--- src/rtl/periph_addr_seq_pkg.sv ---
package periph_addr_seq_pkg;

    localparam int WORD_W = 32;

    typedef enum logic [1:0] {
        ACC_BYTE = 2'd0,
        ACC_HALF = 2'd1,
        ACC_WORD = 2'd2
    } acc_size_e;

endpackage

--- src/rtl/psq_cfg_decode.sv ---
module psq_cfg_decode
    import periph_addr_seq_pkg::*;
#(
    parameter int IDX_W = 14
) (
    input  logic [2:0]       range_code,
    input  logic [2:0]       width_code,
    output acc_size_e        size,
    output logic             wrap_en,
    output logic [IDX_W-1:0] limit
);

    always_comb begin
        case (width_code)
            3'd0:    size = ACC_BYTE;
            3'd1:    size = ACC_HALF;
            default: size = ACC_WORD;
        endcase
        wrap_en = (range_code != 3'd0);
        // number of registers in the window: 2^(code-1)
        limit   = wrap_en ? (IDX_W'(1) << (range_code - 3'd1)) : '0;
    end

endmodule

--- src/rtl/psq_addr.sv ---
module psq_addr #(
    parameter int          IDX_W    = 14,
    parameter logic [31:0] WIN_BASE = 32'h7000_0000
) (
    input  logic [IDX_W-1:0] base_idx,
    input  logic [IDX_W-1:0] cnt,
    input  logic             wrap_en,
    input  logic [IDX_W-1:0] limit,
    output logic [31:0]      addr,
    output logic [IDX_W-1:0] cnt_next
);

    localparam int AW = IDX_W + 2;

    logic [IDX_W-1:0] reg_idx;
    logic [IDX_W-1:0] cnt_inc;

    always_comb begin
        reg_idx  = base_idx + cnt;
        addr     = {WIN_BASE[31:AW], reg_idx, 2'b00};
        cnt_inc  = cnt + IDX_W'(1);
        cnt_next = (wrap_en && (cnt_inc >= limit)) ? '0 : cnt_inc;
    end

endmodule

--- src/rtl/psq_lane.sv ---
module psq_lane
    import periph_addr_seq_pkg::*;
(
    input  acc_size_e          size,
    input  logic [1:0]         phase,
    input  logic [WORD_W-1:0]  buf_word,
    input  logic [WORD_W-1:0]  acc_word,
    input  logic [WORD_W-1:0]  rdata,
    output logic               last,
    output logic [WORD_W-1:0]  wdata,
    output logic [WORD_W-1:0]  merged
);

    logic [4:0]        shift;
    logic [WORD_W-1:0] mask;

    always_comb begin
        case (size)
            ACC_BYTE: begin
                shift = {phase, 3'b000};
                mask  = WORD_W'(32'h0000_00FF);
                last  = (phase == 2'd3);
            end
            ACC_HALF: begin
                shift = {phase[0], 4'b0000};
                mask  = WORD_W'(32'h0000_FFFF);
                last  = phase[0];
            end
            default: begin
                shift = 5'd0;
                mask  = '1;
                last  = 1'b1;
            end
        endcase
        wdata  = (buf_word >> shift) & mask;
        merged = (acc_word & ~(mask << shift)) | ((rdata & mask) << shift);
    end

endmodule

--- src/rtl/periph_addr_seq.sv ---
module periph_addr_seq
    import periph_addr_seq_pkg::*;
#(
    parameter int          WIN_AW    = 16,
    parameter logic [31:0] WIN_BASE  = 32'h7000_0000,
    parameter int          RANGE_LSB = 16,
    parameter int          WIDTH_LSB = 28
) (
    input  logic        clk,
    input  logic        rst_n,
    input  logic        start,
    input  logic        start_dir,
    input  logic [31:0] cfg_base,
    input  logic [31:0] cfg_incr,
    input  logic        wr_word_valid,
    output logic        wr_word_ready,
    input  logic [31:0] wr_word,
    output logic        rd_word_valid,
    input  logic        rd_word_ready,
    output logic [31:0] rd_word,
    output logic        bus_valid,
    input  logic        bus_ready,
    output logic        bus_write,
    output logic [31:0] bus_addr,
    output logic [1:0]  bus_size,
    output logic [31:0] bus_wdata,
    input  logic [31:0] bus_rdata
);

    localparam int IDX_W = WIN_AW - 2;

    typedef struct packed {
        logic              active;
        logic              dir;
        logic [2:0]        rcode;
        logic [2:0]        wcode;
        logic [IDX_W-1:0]  base_idx;
        logic [IDX_W-1:0]  cnt;
        logic [1:0]        phase;
        logic              buf_full;
        logic [WORD_W-1:0] buf_word;
        logic [WORD_W-1:0] acc;
        logic              out_full;
        logic [WORD_W-1:0] out_word;
    } seq_state_t;

    seq_state_t s_q, s_d;

    acc_size_e         size;
    logic              wrap_en;
    logic [IDX_W-1:0]  limit;
    logic [IDX_W-1:0]  cnt_next;
    logic [31:0]       addr;
    logic              last;
    logic [WORD_W-1:0] lane_wdata;
    logic [WORD_W-1:0] merged;
    logic              acc_fire;
    logic              unused_cfg;

    assign unused_cfg = ^{cfg_base, cfg_incr};

    psq_cfg_decode #(.IDX_W(IDX_W)) u_dec (
        .range_code (s_q.rcode),
        .width_code (s_q.wcode),
        .size       (size),
        .wrap_en    (wrap_en),
        .limit      (limit)
    );

    psq_addr #(.IDX_W(IDX_W), .WIN_BASE(WIN_BASE)) u_addr (
        .base_idx (s_q.base_idx),
        .cnt      (s_q.cnt),
        .wrap_en  (wrap_en),
        .limit    (limit),
        .addr     (addr),
        .cnt_next (cnt_next)
    );

    psq_lane u_lane (
        .size     (size),
        .phase    (s_q.phase),
        .buf_word (s_q.buf_word),
        .acc_word (s_q.acc),
        .rdata    (bus_rdata),
        .last     (last),
        .wdata    (lane_wdata),
        .merged   (merged)
    );

    always_comb begin
        s_d = s_q;

        bus_valid     = s_q.active && (s_q.dir ? s_q.buf_full : !s_q.out_full);
        bus_write     = s_q.dir;
        bus_addr      = addr;
        bus_size      = size;
        bus_wdata     = s_q.dir ? lane_wdata : '0;
        wr_word_ready = s_q.active && s_q.dir && !s_q.buf_full && !start;
        rd_word_valid = s_q.out_full;
        rd_word       = s_q.out_word;
        acc_fire      = bus_valid && bus_ready;

        if (rd_word_valid && rd_word_ready) begin
            s_d.out_full = 1'b0;
        end
        if (wr_word_valid && wr_word_ready) begin
            s_d.buf_full = 1'b1;
            s_d.buf_word = wr_word;
        end
        if (acc_fire) begin
            if (last) begin
                s_d.phase = 2'd0;
                s_d.cnt   = cnt_next;
                if (s_q.dir) begin
                    s_d.buf_full = 1'b0;
                end else begin
                    s_d.out_full = 1'b1;
                    s_d.out_word = merged;
                    s_d.acc      = '0;
                end
            end else begin
                s_d.phase = s_q.phase + 2'd1;
                if (!s_q.dir) begin
                    s_d.acc = merged;
                end
            end
        end

        // a start overrides every other update in the same cycle
        if (start) begin
            s_d.active   = 1'b1;
            s_d.dir      = start_dir;
            s_d.rcode    = cfg_incr[RANGE_LSB +: 3];
            s_d.wcode    = cfg_incr[WIDTH_LSB +: 3];
            s_d.base_idx = cfg_base[2 +: IDX_W];
            s_d.cnt      = '0;
            s_d.phase    = 2'd0;
            s_d.buf_full = 1'b0;
            s_d.out_full = 1'b0;
            s_d.acc      = '0;
        end
    end

    always_ff @(posedge clk or negedge rst_n) begin
        if (!rst_n) begin
            s_q <= '0;
        end else begin
            s_q <= s_d;
        end
    end

endmodule


--- config.mk ---
export PLATFORM = sky130hd
export DESIGN_NAME = periph_addr_seq
export DESIGN_NICKNAME = d
export VERILOG_FILES = /design/src/rtl/periph_addr_seq_pkg.sv /design/src/rtl/psq_cfg_decode.sv /design/src/rtl/psq_addr.sv /design/src/rtl/psq_lane.sv /design/src/rtl/periph_addr_seq.sv
export SDC_FILE = /design/constraint.sdc
export NUM_CORES = 1
export LEC_CHECK = 0
export ABC_CLOCK_PERIOD_IN_PS = 3350
export BUFFER_PORTS_ARGS = -buffer_cell sky130_fd_sc_hd__buf_4
export CORE_ASPECT_RATIO = 1.4
export CORE_MARGIN = 4
export CORE_UTILIZATION = 40
export DETAILED_ROUTE_END_ITERATION = 10
export SKIP_LAST_GASP = 1
export SLEW_MARGIN = 15
export SYNTH_ARGS = -nofsm -noshare
export SYNTH_HDL_FRONTEND = slang
export SYNTH_SLANG_ARGS = --single-unit
--- constraint.sdc ---
create_clock -name clk -period 3.35 [get_ports clk]
set_clock_uncertainty 0.1 [all_clocks]
set_input_delay 0.1675 -clock clk [delete_from_list [all_inputs] [get_ports clk]]
set_output_delay 0.1675 -clock clk [all_outputs]
set_load 0.05 [all_outputs]
== Word-level counts from Yosys, hierarchy flattened ==
Index checks and enable logic that the tools add are counted.

* Output and inout bits: 102
* Input port bits: 135
* Register bits: 136
* Logic and storage cells: 72

* Equal/unequal tests: 4
* Reductions and logical operators: 19
* Mux-type cells: 22
* Order comparisons: 1
* Bitwise gates (word level): 6
* Shift-type cells: 4
* Add/sub/neg operators: 4

{| class="wikitable"
|+ Operator list
! cell !! count
|-
| 65-bit 2-to-1 mux || 2
|-
| 33-bit 2-to-1 mux || 3
|-
| 32-bit bitwise AND || 3
|-
| 32-bit 2-to-1 mux || 3
|-
| 32-bit one-hot mux with 2 select lines || 1
|-
| 32-bit by 5-bit << shifter with 32-bit output || 2
|-
| 14-bit 2-to-1 mux || 3
|-
| 17-bit 2-to-1 mux || 2
|-
| 32-bit NOT || 1
|-
| 32-bit bitwise OR || 1
|-
| 32-bit by 5-bit right shift with 32-bit output || 1
|-
| 14-bit by 1-bit adder with 14-bit output (second input constant) || 1
|-
| 14-bit adder || 1
|-
| 14-bit >= comparator || 1
|-
| 1-bit by 3-bit << shifter with 14-bit output (first input constant) || 1
|-
| 5-bit one-hot mux with 2 select lines || 1
|-
| 1-bit logical AND || 8
|-
| 1-bit 2-to-1 mux || 4
|-
| 2-bit one-hot mux with 2 select lines || 1
|-
| 2-bit AND reduction || 2
|-
| 2-bit nonzero test || 2
|-
| 3-bit by 1-bit equality test with 1-bit output (second input constant) || 1
|-
| 1-bit zero test || 3
|-
| 3-bit zero test || 1
|-
| 11 further kinds || 11
|}

== Logic depth before layout (Yosys ltp) ==
Gate-level depths: netlist of run 1.

* Depth after elaboration: 12
* Mapped depth: 12
* Mapped depth without buffers: 11

== Cells and area by module ==
A second synthesis of run 1 with hierarchy kept.

* Cell total of the unflattened synthesis: 914
* Area total of the unflattened synthesis: 9112.5 µm²

{| class="wikitable"
|+ By module, submodules not included
! module !! area each (µm²) !! cells each !! sequential area each (µm²) !! times used
|-
| periph_addr_seq || 6063.3 || 481 || 3403.3 || 1
|-
| psq_addr || 1461.4 || 207 || 0.0 || 1
|-
| psq_lane || 1451.4 || 208 || 0.0 || 1
|-
| psq_cfg_decode || 136.4 || 18 || 0.0 || 1
|}

== Worst setup path before layout of run 1 ==
OpenSTA, ideal clock, no wires.

* Path kind: flip-flop to flip-flop
* Start point: register s_q, in the netlist bus_write
* End point: register s_q[66] in the netlist's numbering
* Path slack: -0.257 ns
* Required time: 3.125 ns
* Arrival: 3.382 ns
* Stages on the path, launching flop included: 5
* Path buffers: 1
* Clock period less this slack: 3.607 ns
* Setup time: 0.125 ns
* Cells stage by stage: dfrtp_1 nor4bb_1 nand2_1 buf_1 mux2_2

* Word-level cells in the longest chain between the ends: 4

{| class="wikitable"
|+ Ends and longest elaborated chain
! what !! RTL line !! text
|-
| from (decl) || periph_addr_seq.sv:47 || <nowiki>seq_state_t s_q, s_d;</nowiki>
|-
| from (signal assigned) || periph_addr_seq.sv:146 || <nowiki>s_q <= '0;</nowiki>
|-
| from (signal assigned) || periph_addr_seq.sv:148 || <nowiki>s_q <= s_d;</nowiki>
|-
| 1-bit logical AND (3 in series) || periph_addr_seq.sv:98 || <nowiki>wr_word_ready = s_q.active && s_q.dir && !s_q.buf_full && !start;</nowiki>
|-
| named net wr_word_ready || periph_addr_seq.sv:16 || <nowiki>output logic wr_word_ready,</nowiki>
|-
| 1-bit logical AND || periph_addr_seq.sv:106 || <nowiki>if (wr_word_valid && wr_word_ready) begin</nowiki>
|}

The timed path passes the listed nets, and every way through them passes these cells.
A chain may end at the register's enable or synchronous reset.

== Worst setup path in the final report of run 1 ==
* Start point: register s_q[101] in the netlist's numbering
* End point: output port bus_addr[15]

* Word-level cells in the longest chain between the ends: 1

{| class="wikitable"
|+ Ends and longest elaborated chain
! what !! RTL line !! text
|-
| 14-bit adder || psq_addr.sv:19 || <nowiki>reg_idx = base_idx + cnt;</nowiki>
|-
| to (decl) || periph_addr_seq.sv:24 || <nowiki>output logic [31:0] bus_addr,</nowiki>
|}

Every way passes these cells.

==> results.md, run 1 <==
- Vias in the first global route: ~6500
- Final min period: about 3.2 ns
- Yosys cell types: 68
- Crit path DAT: 2.97 ns
- Critical Path End Type: output port
- Avg Inst Size Synth: 10.4 sq um
- Reg2reg path depth: 11
- Die W: between 100 and 150 um
- Crit path kind: reg -> out
- Vias per inst: ~5.2
- Final non-filler cell total: 1214
- Critical path's slowest cell: dfrtp_1
- Power share of the combinational group: about 36%
- Row cnt: 60
- Hold Crit Start: bus_rdata[10]
- TritonCTS clock tree: built
- Die H: between 150 and 200 um
- Clock Sinks: approximately 140
- DR iter-0 viols: between 400 and 500
- Hold depth: 3
- RSZ-0062 raised after global routing: yes
- Hold endpoint: s_q[43]$_DFFE_PN0P_
- Post-Syn Area: ~8000 sq um
- Clock Tree Buf Depth: 2
- Max H-tree Level: 4
- Post-Synth Simple-Gate Area: 13.4%
- Startpoint types: flop
- VDD IR-drop max: 0.425 mV
- Area Overhead vs Synth: 32.5%
- CP bufs+invs: 1
- Sw Share: between 30% and 40%
- Power per Cell Area: around 600 nW/um^2
- Sw power: ~2300 uW
- Gr usage total: 19.5%
- Final Cycle Share: about 97%
- Leak: between 0.004 and 0.005 uW
- Endpoints failing hold: 0
- Register area share after synthesis: between 40% and 50%
- CP required: between 3 and 4 ns
- Full die area: 21800 sq um
- Worst hold path type: in -> reg
- ANT cells: 0
- Slew margin rel.: between 50% and 60%
- GP Congestion: 0.803
- Synth Area in Compound Gates: between 15 and 20%
- CTS root buf: clkbuf_16
- Global route overflow: 0
- Worst r2r src: s_q[101]$_DFFE_PN0P_
- Detail Route Antenna Nets: 0
- Largest net degree at the start of global routing: 61
- Post-synth top area share: around 44%
- Main combinational cell family by area after synthesis: compound AO/OA/AOI/OAI gates
- Most Frequent Cell on Critical Path: o21ai_0
- Post-synth EDFFs: 0
- Share of cells above drive strength 1: 33.1%
- Clock power frac: between 20% and 30%
- First-pass GRT wire length: 34300 um
- Top post-synthesis cells by area: dfrtp_1 (44%), mux2_2 (8.8%), buf_4 (5.1%), a21oi_1 (3.7%), ha_1 (3.7%)
- Ports: about 240
- DRC Markers: 0
- TNS Setup: 0 ns
- Post-Synth XOR/XNOR Area: 2.03%
- Post-synthesis async set-or-reset flop share: between 90% and 100%
- Syn. warnings: 0
- Total wire length: roughly 21000 um
- Max-slew violations: 0
- Starting density of the core: roughly 40%
- Crit path cell chain: ha_1 -> a211oi_2 -> o21ai_0 -> a41oi_1 -> o21ai_0 -> or4_1 -> and3_1 -> buf_4
- Seq pwr share: 34.3%
- Multiplexer share of the synthesized area: between 10% and 20%
- Top cell family by delay on the critical path: compound AO/OA/AOI/OAI gates
- Mean routed wirelength per cell: ~17 um
- Pint: around 3900 uW
- Worst-Margin Slew: 0.651 ns
- Yosys top cell by area: dfrtp_1
- Nets@finish: 1112
- Register-to-register path setup slack: 0.35 ns
- Core ar.: around 19000 sq um
- Clock Latency Late Sink: 0.42 ns
- Synthesized-area fraction occupied by adder cells: roughly 4%
- Max incr delay on CP: around 0.45 ns
- Main synth FF type: dfrtp_1
- Synth Instances: 748
- Outcome: complete, no violations
- Setup violations, final: 0
- Number of I/O port buffers: 174
- Inst Count DP: roughly 1100
- CTS Buf Count: 17
- Via count: 6364
- Worst r2r dst: s_q[107]$_DFFE_PN0P_
- Initial antenna violation count: 0
- Worst-path clk slew: roughly 0.060 ns
- Post-DP HPWL: ~15000 um
- Fmax: just over 300 MHz
- Max Cap Viol: 0
- Critical path fanouts, max: 6
- Drt first pass iters: 6
- Yosys reg bits: between 100 and 150
[power groups by stage]
stage                     clock [uW]  sequential (uW)  combinational, uW
after floorplan                    0             2090               1760
after global routing            1980             2170               2360
after global placement             0             2150               2160
after detailed placement           0             2160               2170
after CTS                       1900             2130               2240
final                           1850             2130               2220
[state kept, by name, indices dropped and copies added, names as in the netlist]
signal and flops:
bus_write 1, rd_word 32, s_q 102, rd_word_valid 1
[cell families after synthesis]
group	after synthesis
fa+ha+maj	24
other cells	2
compound gates	188
xor+xnor	18
buf+inv	99
mux	78
flops	136
simple gates	203
[worst register-to-register path: stages (launching register included)]
cell       delay [ns]
dfrtp_1          0.46
ha_1             0.31
and4_1           0.25
nand2_1          0.10
xnor2_1          0.15
ha_1             0.32
a21o_1           0.19
a21oi_1          0.15
nand3_1          0.09
a211oi_2         0.22
a21oi_2          0.15
a2111oi_2        0.39
[layout make-up]
cell class                      count  area [sq um]
Timing Repair Buffer              259          2140
Clock inverter                     11           123
Clock buffer                       21           460
Tap cell                          248           310
Sequential cell                   136          3400
Inverter                            9          33.8
Fill cell                        1785          8840
Multi-Input combinational cell    530          3830
[metal layers]
metal | global-route usage [%] | up-vias | part of all wire, %
met5 | 0 | - | 0
met4 | 5.50 | 0 | 1.8
met3 | 4.42 | 23 | 4.6
met2 | 34.7 | 156 | 53
met1 | 23.5 | 3105 | 40
li1 | - | 3080 | -
[cells in the mapped netlist, drive strengths merged, types with 11 or more instances]
| cell type | instances |
|---|---|
| a21oi | 59 |
| and3 | 28 |
| nor2 | 51 |
| mux2 | 61 |
| and2 | 13 |
| clkbuf | 20 |
| xnor2 | 11 |
| ha | 23 |
| o21ai | 42 |
| a22o | 16 |
| buf | 70 |
| nand3 | 14 |
| dfrtp | 136 |
| nand2 | 57 |
[through the flow]
| step | power, uW | setup slack (ns) | hold WS [ns] | util [%] | instance area (sq um) |
|---|---|---|---|---|---|
| floorplan | 3850 | 0.387 | -0.228 | - | 7850 |
| global placement | 4310 | 0.407 | 0.0384 | 47.2 | 9040 |
| detailed placement | 4330 | 0.352 | 0.0402 | 47.2 | 9040 |
| CTS | 6270 | 0.00679 | 0.000658 | 53.8 | 10300 |
| global route | 6510 | -0.0674 | 0.0155 | 53.8 | 10300 |
| finish | 6200 | 0.111 | 0.0124 | 53.8 | 10300 |
[how the worst max path moves through the flow]
stage / cells past startpoint / to / slack (ns) / startpoint
after floorplan: 4 / s_q[66]$_DFFE_PN0P_ / 0.39 / bus_write$_DFFE_PN0P_
after global placement: 11 / s_q[101]$_DFFE_PN0P_ / 0.41 / s_q[101]$_DFFE_PN0P_
after detailed placement: 11 / s_q[107]$_DFFE_PN0P_ / 0.35 / s_q[101]$_DFFE_PN0P_
after CTS: 8 / bus_addr[15] / 0.007 / s_q[101]$_DFFE_PN0P_
after global routing: 8 / bus_addr[15] / -0.07 / s_q[102]$_DFFE_PN0P_
final: 8 / bus_addr[15] / 0.11 / s_q[101]$_DFFE_PN0P_
[cell usage in the layout (no fill, tap or decap), drive strengths merged, types with 6 or more instances in the layout]
cell,netlist,layout
and2,13,13
dlygate4sd3,0,67
buf,70,192
clkbuf,20,21
mux2,61,61
and3,28,28
mux2i,9,9
xnor2,11,11
nand3,14,14
a22o,16,16
a22oi,10,10
ha,23,23
dfrtp,136,136
inv,9,10
nand2,57,57
a21oi,59,59
a211oi,9,9
o21ai,42,42
mux4,8,8
nor2,51,51
xor2,7,7
conb,2,19
a2bb2oi,9,9
a222oi,8,8
nor3,6,6
[timing repair]
item / in CTS / in global routing
resized for setup: 0 / 4
setup endpoints to repair: 0 / 4
buffers inserted: 0 / 0
hold buffers: 67 / 0
hold endpoints to repair: 115 / 0
(Power assumes the default switching activity.)
==> run 2: changes to the inputs <==
BUFFER_PORTS_ARGS = not set   (was -buffer_cell sky130_fd_sc_hd__buf_4)
CORE_ASPECT_RATIO = not set   (was 1.4)
DONT_BUFFER_PORTS = 1   (was not set)
==> run 2 against run 1 <==
The run now ends with negative hold slack left; combinational power fell by 42%; die area fell by 0.15%; core utilization fell by 4.2 points; final area fell by 9.0%; final cell count fell by 9.9%; largest cell class unchanged; clock power barely moved; via count fell by 5.3%; non-clock buffer count fell by 132; critical path depth rose by 2.
==> results.md, run 2 (synthesized netlist as in run 1, its figures left out) <==
- Row cnt: 50
- Vias in the first global route: ~6200
- Full die area: 21700 sq um
- Worst r2r dst: s_q[111]$_DFFE_PN0P_
- Outcome: finished, violations left
- Max reg flops: 102
- Fmax: between 300 and 400 MHz
- Leak: around 0.0042 uW
- DRC Markers: 0
- Max Cap Viol: 0
- Largest register by flop count: s_q
- Setup Buffers After CTS: 0
- CP required: 3.08 ns
- RSZ-0062 raised after global routing: yes
- Crit path DAT: slightly below 3 ns
- CTS Buf Count: 17
- ANT cells: 0
- Drt first pass iters: 5
- Crit path cell chain: ha_1 -> inv_1 -> fa_1 -> nor2b_1 -> o31a_1 -> o221ai_1 -> o21ai_1 -> a21oi_1 -> xnor2_1 -> buf_4
- Worst Setup EP: bus_addr[14]
- Starting density of the core: about two fifths
- Initial antenna violation count: 0
- First-pass GRT wire length: approximately 33000 um
- Design Area, Final: 9380 sq um
- Pint: between 3000 and 4000 uW
- Final core utilization: between 40% and 50%
- Multi-input gate area: ~3800 sq um
- Setup violations, final: 0
- Worst-Margin Slew: slightly below 0.7 ns
- TritonCTS clock tree: built
- Most common cell after layout, fill and taps aside: dfrtp_1
- Worst r2r src: s_q[101]$_DFFE_PN0P_
- GP Congestion: between 0.8 and 0.9
- Sw power: around 2400 uW
- Clock Latency Late Sink: 0.42 ns
- DR iter-0 viols: between 300 and 400
- Ports: around 240
- Crit path from: s_q[100]$_DFFE_PN0P_
- FF/Latch Area: between 3000 and 4000 sq um
- Startpoint types: flop
- Register-to-register path setup slack: ~0.32 ns
- Area of placed instances: about 7900 sq um
- Worst-path clk slew: ~0.070 ns
- CTS root buf: clkbuf_16
- Detail Route Antenna Nets: 0
- Mean routed wirelength per cell: roughly 19 um
- Die W: 147 um
- Setup Slack @ Placement: around 0.33 ns
- Clock Tree Buf Depth: 2
- Power per Cell Area: about 620 nW/um^2
- Area Overhead vs Synth: 20.5%
- Gr usage total: a little under a fifth
- Die H: ~150 um
- Most frequent cells in the layout: dfrtp_1 (134), dlygate4sd3_1 (86), mux2_2 (61)
- Sw Share: 40.8%
- Hold slack: -0.659 ns
- Slew margin rel.: ~54%
- Critical Path End Type: output port
- Final setup margin: ~0.16 ns
- Via count: approximately 6000
- Vias per inst: roughly 5.5
- Max H-tree Level: 4
- Clock power frac: a little under a third
- Reg2reg path depth: 11
- Final min period: 3.19 ns
- Seq pwr share: a little under half
- Number of I/O port buffers: 0
- Critical path fanouts, max: 7
- VDD IR-drop max: 0.333 mV
- Global route overflow: 0
- Hold Buf Count CTS: slightly below 90
- Max-slew violations: 0
- Crit path kind: reg -> out
- Power share of the combinational group: between 20% and 30%
- Core ar.: roughly 19000 sq um
- Endpoints failing hold: approximately 140
- Nets@finish: around 1000
- Largest net degree at the start of global routing: between 100 and 150
- Post-DP HPWL: approximately 14000 um
- Critical path's slowest cell: dfrtp_2
- Max incr delay on CP: 0.44 ns
- Clock Sinks: between 100 and 150
- Fillers: about 1700
- Worst hold path type: in -> async
- Share of cells above drive strength 1: between 20% and 30%
- Failing checks: negative hold slack
- Total wire length: 20600 um
- Final Cycle Share: roughly 95%
-- run 2: cell count changes in the layout (fill, tap and decap cells not counted), moves of 2 or more --
cell           previous run  this run
buf_4                   189        38
dlygate4sd3_1            67        86
inv_6                     1         6
clkinvlp_4                4         1
inv_8                     0         3
o21ai_0                  40        37
o21ai_1                   2         5
bufinv_16                 2         0
clkbuf_1                  2         0
clkinv_2                  3         1
dfrtp_1                 136       134
dfrtp_2                   0         2
-- run 2: critical path: cells and delay by family (launching register included) --
kind                     cells  cell delay (ns)
buffers and inverters        2             0.30
flip-flops                   1             0.44
adder cells (fa/ha/maj)      2             0.65
AO/OA/AOI/OAI                4             0.74
AND/OR/NAND/NOR              1             0.18
XOR/XNOR                     1             0.19
-- run 2: cell type report --
class / instances / area share (%)
multi-input combinational: 530 / 40.9
clock buffer: 18 / 4.68
clock inverter: 14 / 1.41
timing repair buffer: 127 / 12.9
sequential: 136 / 36.3
inverter: 9 / 0.360
tap: 260 / 3.47
-- run 2: worst min path at each step --
stage                     startpoint  slack (ns)                     to
after floorplan                rst_n       -0.23  bus_write$_DFFE_PN0P_
after global placement         rst_n       -0.22   s_q[116]$_DFFE_PN0P_
after detailed placement       rst_n       -0.23   s_q[115]$_DFFE_PN0P_
after CTS                      rst_n       -0.68   s_q[114]$_DFFE_PN0P_
after global routing           rst_n       -0.68   s_q[116]$_DFFE_PN0P_
final                          rst_n       -0.66   s_q[115]$_DFFE_PN0P_
-- run 2: power groups by stage --
stage,clock network (uW),logic [uW],registers (uW)
CTS,1860,1290,2680
detailed placement,0,1190,2710
floorplan,0,1760,2090
finish,1820,1290,2680
global placement,0,1170,2700
global route,1950,1390,2720
-- run 2: per-layer routing --
layer  vias to the layer above  part of all wire, %  global-route usage, %
met5                         -                    0                      0
met4                         0                  1.5                   5.82
met3                        18                  6.6                   4.60
met2                       223                   48                   31.0
met1                      2977                   44                   25.4
li1                       2810                    -                      -
-- run 2: through the flow --
step | hold WS [ns] | std cells | setup TNS, ns | total power (uW)
finish | -0.659 | 1094 | 0 | 5790
global route | -0.684 | 1094 | -0.0141 | 6060
CTS | -0.683 | 1094 | 0 | 5840
detailed placement | -0.225 | 975 | 0 | 3900
global placement | -0.225 | 975 | 0 | 3860
floorplan | -0.228 | 765 | 0 | 3850
-- run 2: timing repair --
action / CTS / global route
gates resized for setup: 1 / 6
gates cloned: 0 / 0
endpoints found under the hold margin: 261 / 136
endpoints found under the setup margin: 1 / 3
==> run 3: changes to the inputs <==
--- a/config.mk
+++ b/config.mk
@@ -6,7 +6,7 @@
 export NUM_CORES = 1
 export LEC_CHECK = 0
-export ABC_CLOCK_PERIOD_IN_PS = 3350
+export ABC_CLOCK_PERIOD_IN_PS = 2700
 export CORE_MARGIN = 4
-export CORE_UTILIZATION = 40
+export CORE_UTILIZATION = 25
 export DETAILED_ROUTE_END_ITERATION = 10
 export DONT_BUFFER_PORTS = 1
==> constraint.sdc (replaced) <==
create_clock -name clk -period 2.7 [get_ports clk]
set_clock_uncertainty 0.1 [all_clocks]
set_input_delay 0.135 -clock clk [delete_from_list [all_inputs] [get_ports clk]]
set_output_delay 0.135 -clock clk [all_outputs]
set_load 0.02 [all_outputs]
==> run 3 against run 2 <==
The run ends with negative hold slack, negative setup slack left; combinational power grew 6%; sequential power grew 9.7%; clock power grew 31%; final area grew 7.1%; critical path depth grew 1; first-iteration DRC count shrank 15%; sequential share of layout area shrank 2.4 points; core utilization shrank 17 points; register-to-register slack lost 0.27 ns; count of clock-buffer cells in the layout shrank 1; worst hold slack lost 0.041 ns; routed wire length grew 12%; critical path type unchanged; largest power group unchanged; highest routed layer unchanged.
==> results.md, run 3 (synthesized netlist as in run 1, its figures left out) <==
- Endpoints failing hold: between 100 and 150
- Mean routed wirelength per cell: between 15 and 20 um
- Met2 Usage GRT: 22.5%
- CTS root buf: clkbuf_16
- Leak: between 0.004 and 0.005 uW
- Outcome: finished, violations left
- Power per Cell Area: 666 nW/um^2
- Max H-tree Level: 4
- Global route overflow: 0
- Critical path fanouts, max: 3
- Largest register by flop count: s_q
- Area Overhead vs Synth: 29.1%
- Met3 usage: under 10%
- Max-slew violations: 0
- DR iter-0 viols: between 300 and 400
- Busiest grt layer: met2
- Failing checks: negative hold slack, negative setup slack
- TritonCTS clock tree: built
- Initial antenna violation count: 0
- Starting density of the core: 25.4%
- Worst-path clk slew: ~0.07 ns
- Crit path DAT: ~2.5 ns
- Critical Path End Type: output port
- Gr usage total: about an eighth
- Hold Buf Count CTS: 89
- Most common cell after layout, fill and taps aside: dfrtp_1
- Share of cells above drive strength 1: 27.0%
- Final setup margin: -0.0393 ns
- Clock Tree Buf Depth: 2
- Largest net degree at the start of global routing: approximately 140
- Setup violations, final: 2
- Area of placed instances: just over 8000 sq um
- Final min period: 2.74 ns
- Hold slack: -0.700 ns
- VDD IR-drop max: slightly below 0.4 mV
- Nets@finish: 1010
- DRC Markers: 0
- Detail Route Antenna Nets: 0
- CTS Buf Count: 17
- Worst-Margin Slew: 0.831 ns
- TNS Setup: -0.0429 ns
- Fmax: 365 MHz
- Vias per inst: slightly below 5
- Die H: ~180 um
- Pwr Total: about 6700 uW
- Worst hold path type: in -> async
- Setup Slack @ Placement: -0.0627 ns
- Startpoint types: flop
- Crit path kind: reg -> out
- Most frequent cells in the layout: dfrtp_1 (132), dlygate4sd3_1 (88), buf_4 (65)
- Slew margin rel.: 44.6%
- FF/Latch Area: 3410 sq um
- Full die area: around 34000 sq um
- Design Area, Final: approximately 10000 sq um
- Final Cycle Share: 101%
- CP required: ~2.5 ns
- Max reg flops: 102
- Core ar.: 30700 sq um
- Via count: 6157
- GP Congestion: a little over 0.8
- Post-DP HPWL: roughly 15000 um
- Final core utilization: between 30% and 40%
- Fillers: between 3000 and 4000
- First-pass GRT wire length: 35500 um
- Die W: around 180 um
- Row cnt: 64
- Max Cap Viol: 0
- Grt met1 use: between 10% and 20%
- Vias in the first global route: ~6300
- Number of I/O port buffers: 0
- Ports: ~240
- Total wire length: roughly 23000 um
- RSZ-0062 raised after global routing: yes
- Multi-input gate area: around 4100 sq um
- Drt first pass iters: 7
- Clock Latency Late Sink: between 0.4 and 0.5 ns
- Clock Sinks: 136
==> run 3: worst max-delay path, stage by stage (launching register included) <==
cell and delay [ns]:
dfrtp_2 0.40, buf_6 0.12, ha_4 0.15, inv_2 0.05
fa_2 0.21, nor2b_2 0.05, o31a_1 0.29, o221ai_2 0.24
o21bai_1 0.11, a21oi_1 0.17, xnor2_1 0.13, buf_4 0.16
==> run 3: routing by layer <==
layer | routed length (um) | vias to the layer above | share of wire (%)
met5 | 0 | - | 0
met4 | 334 | 0 | 1.4
met3 | 1570 | 30 | 6.8
met2 | 11400 | 202 | 49
met1 | 9750 | 3044 | 42
li1 | - | 2881 | -
==> run 3: report_power, final <==
part	internal, uW	switching (uW)
clock network	1380	998
logic	642	725
registers	2390	551
==> run 3: area by class of cell <==
type | count | area share (%)
multi-input cells | 530 | 40.5
flip-flops and latches | 136 | 33.9
repair buffers | 157 | 14.3
well taps | 396 | 4.93
clock buffers | 17 | 4.24
clock inverters | 15 | 1.64
inverters | 9 | 0.336
diodes | 1 | 0.0249
==> run 3: repair_timing <==
| action | in CTS | in global routing |
|---|---|---|
| pin swaps | 24 | 11 |
| endpoints found under the hold margin | 268 | 136 |
| setup endpoints to repair | 18 | 22 |
| resized for setup | 28 | 23 |
| buffers inserted | 8 | 4 |
==> run 3: per-stage QoR <==
| step | hold slack (ns) | instances |
|---|---|---|
| after floorplan | -0.261 | 765 |
| after global placement | -0.252 | 1127 |
| after detailed placement | -0.252 | 1127 |
| after CTS | -0.720 | 1256 |
| after global routing | -0.728 | 1260 |
| final | -0.700 | 1261 |
==> run 3: final timing paths <==
kind,startpoint,endpoint,slack (ns),cells after the start
worst min-delay path,rst_n,s_q[72]$_DFFE_PN0P_,-0.70,0
max in group asynchronous,rst_n,s_q[101]$_DFFE_PN0P_,3.03,0
worst max-delay path,s_q[100]$_DFFE_PN0P_,bus_addr[12],-0.04,11
worst min register to register,s_q[44]$_DFFE_PN0P_,s_q[44]$_DFFE_PN0P_,0.38,2
worst max register to register,s_q[100]$_DFFE_PN0P_,s_q[107]$_DFFE_PN0P_,0.05,12
min in group clk,bus_rdata[7],s_q[48]$_DFFE_PN0P_,0.02,3
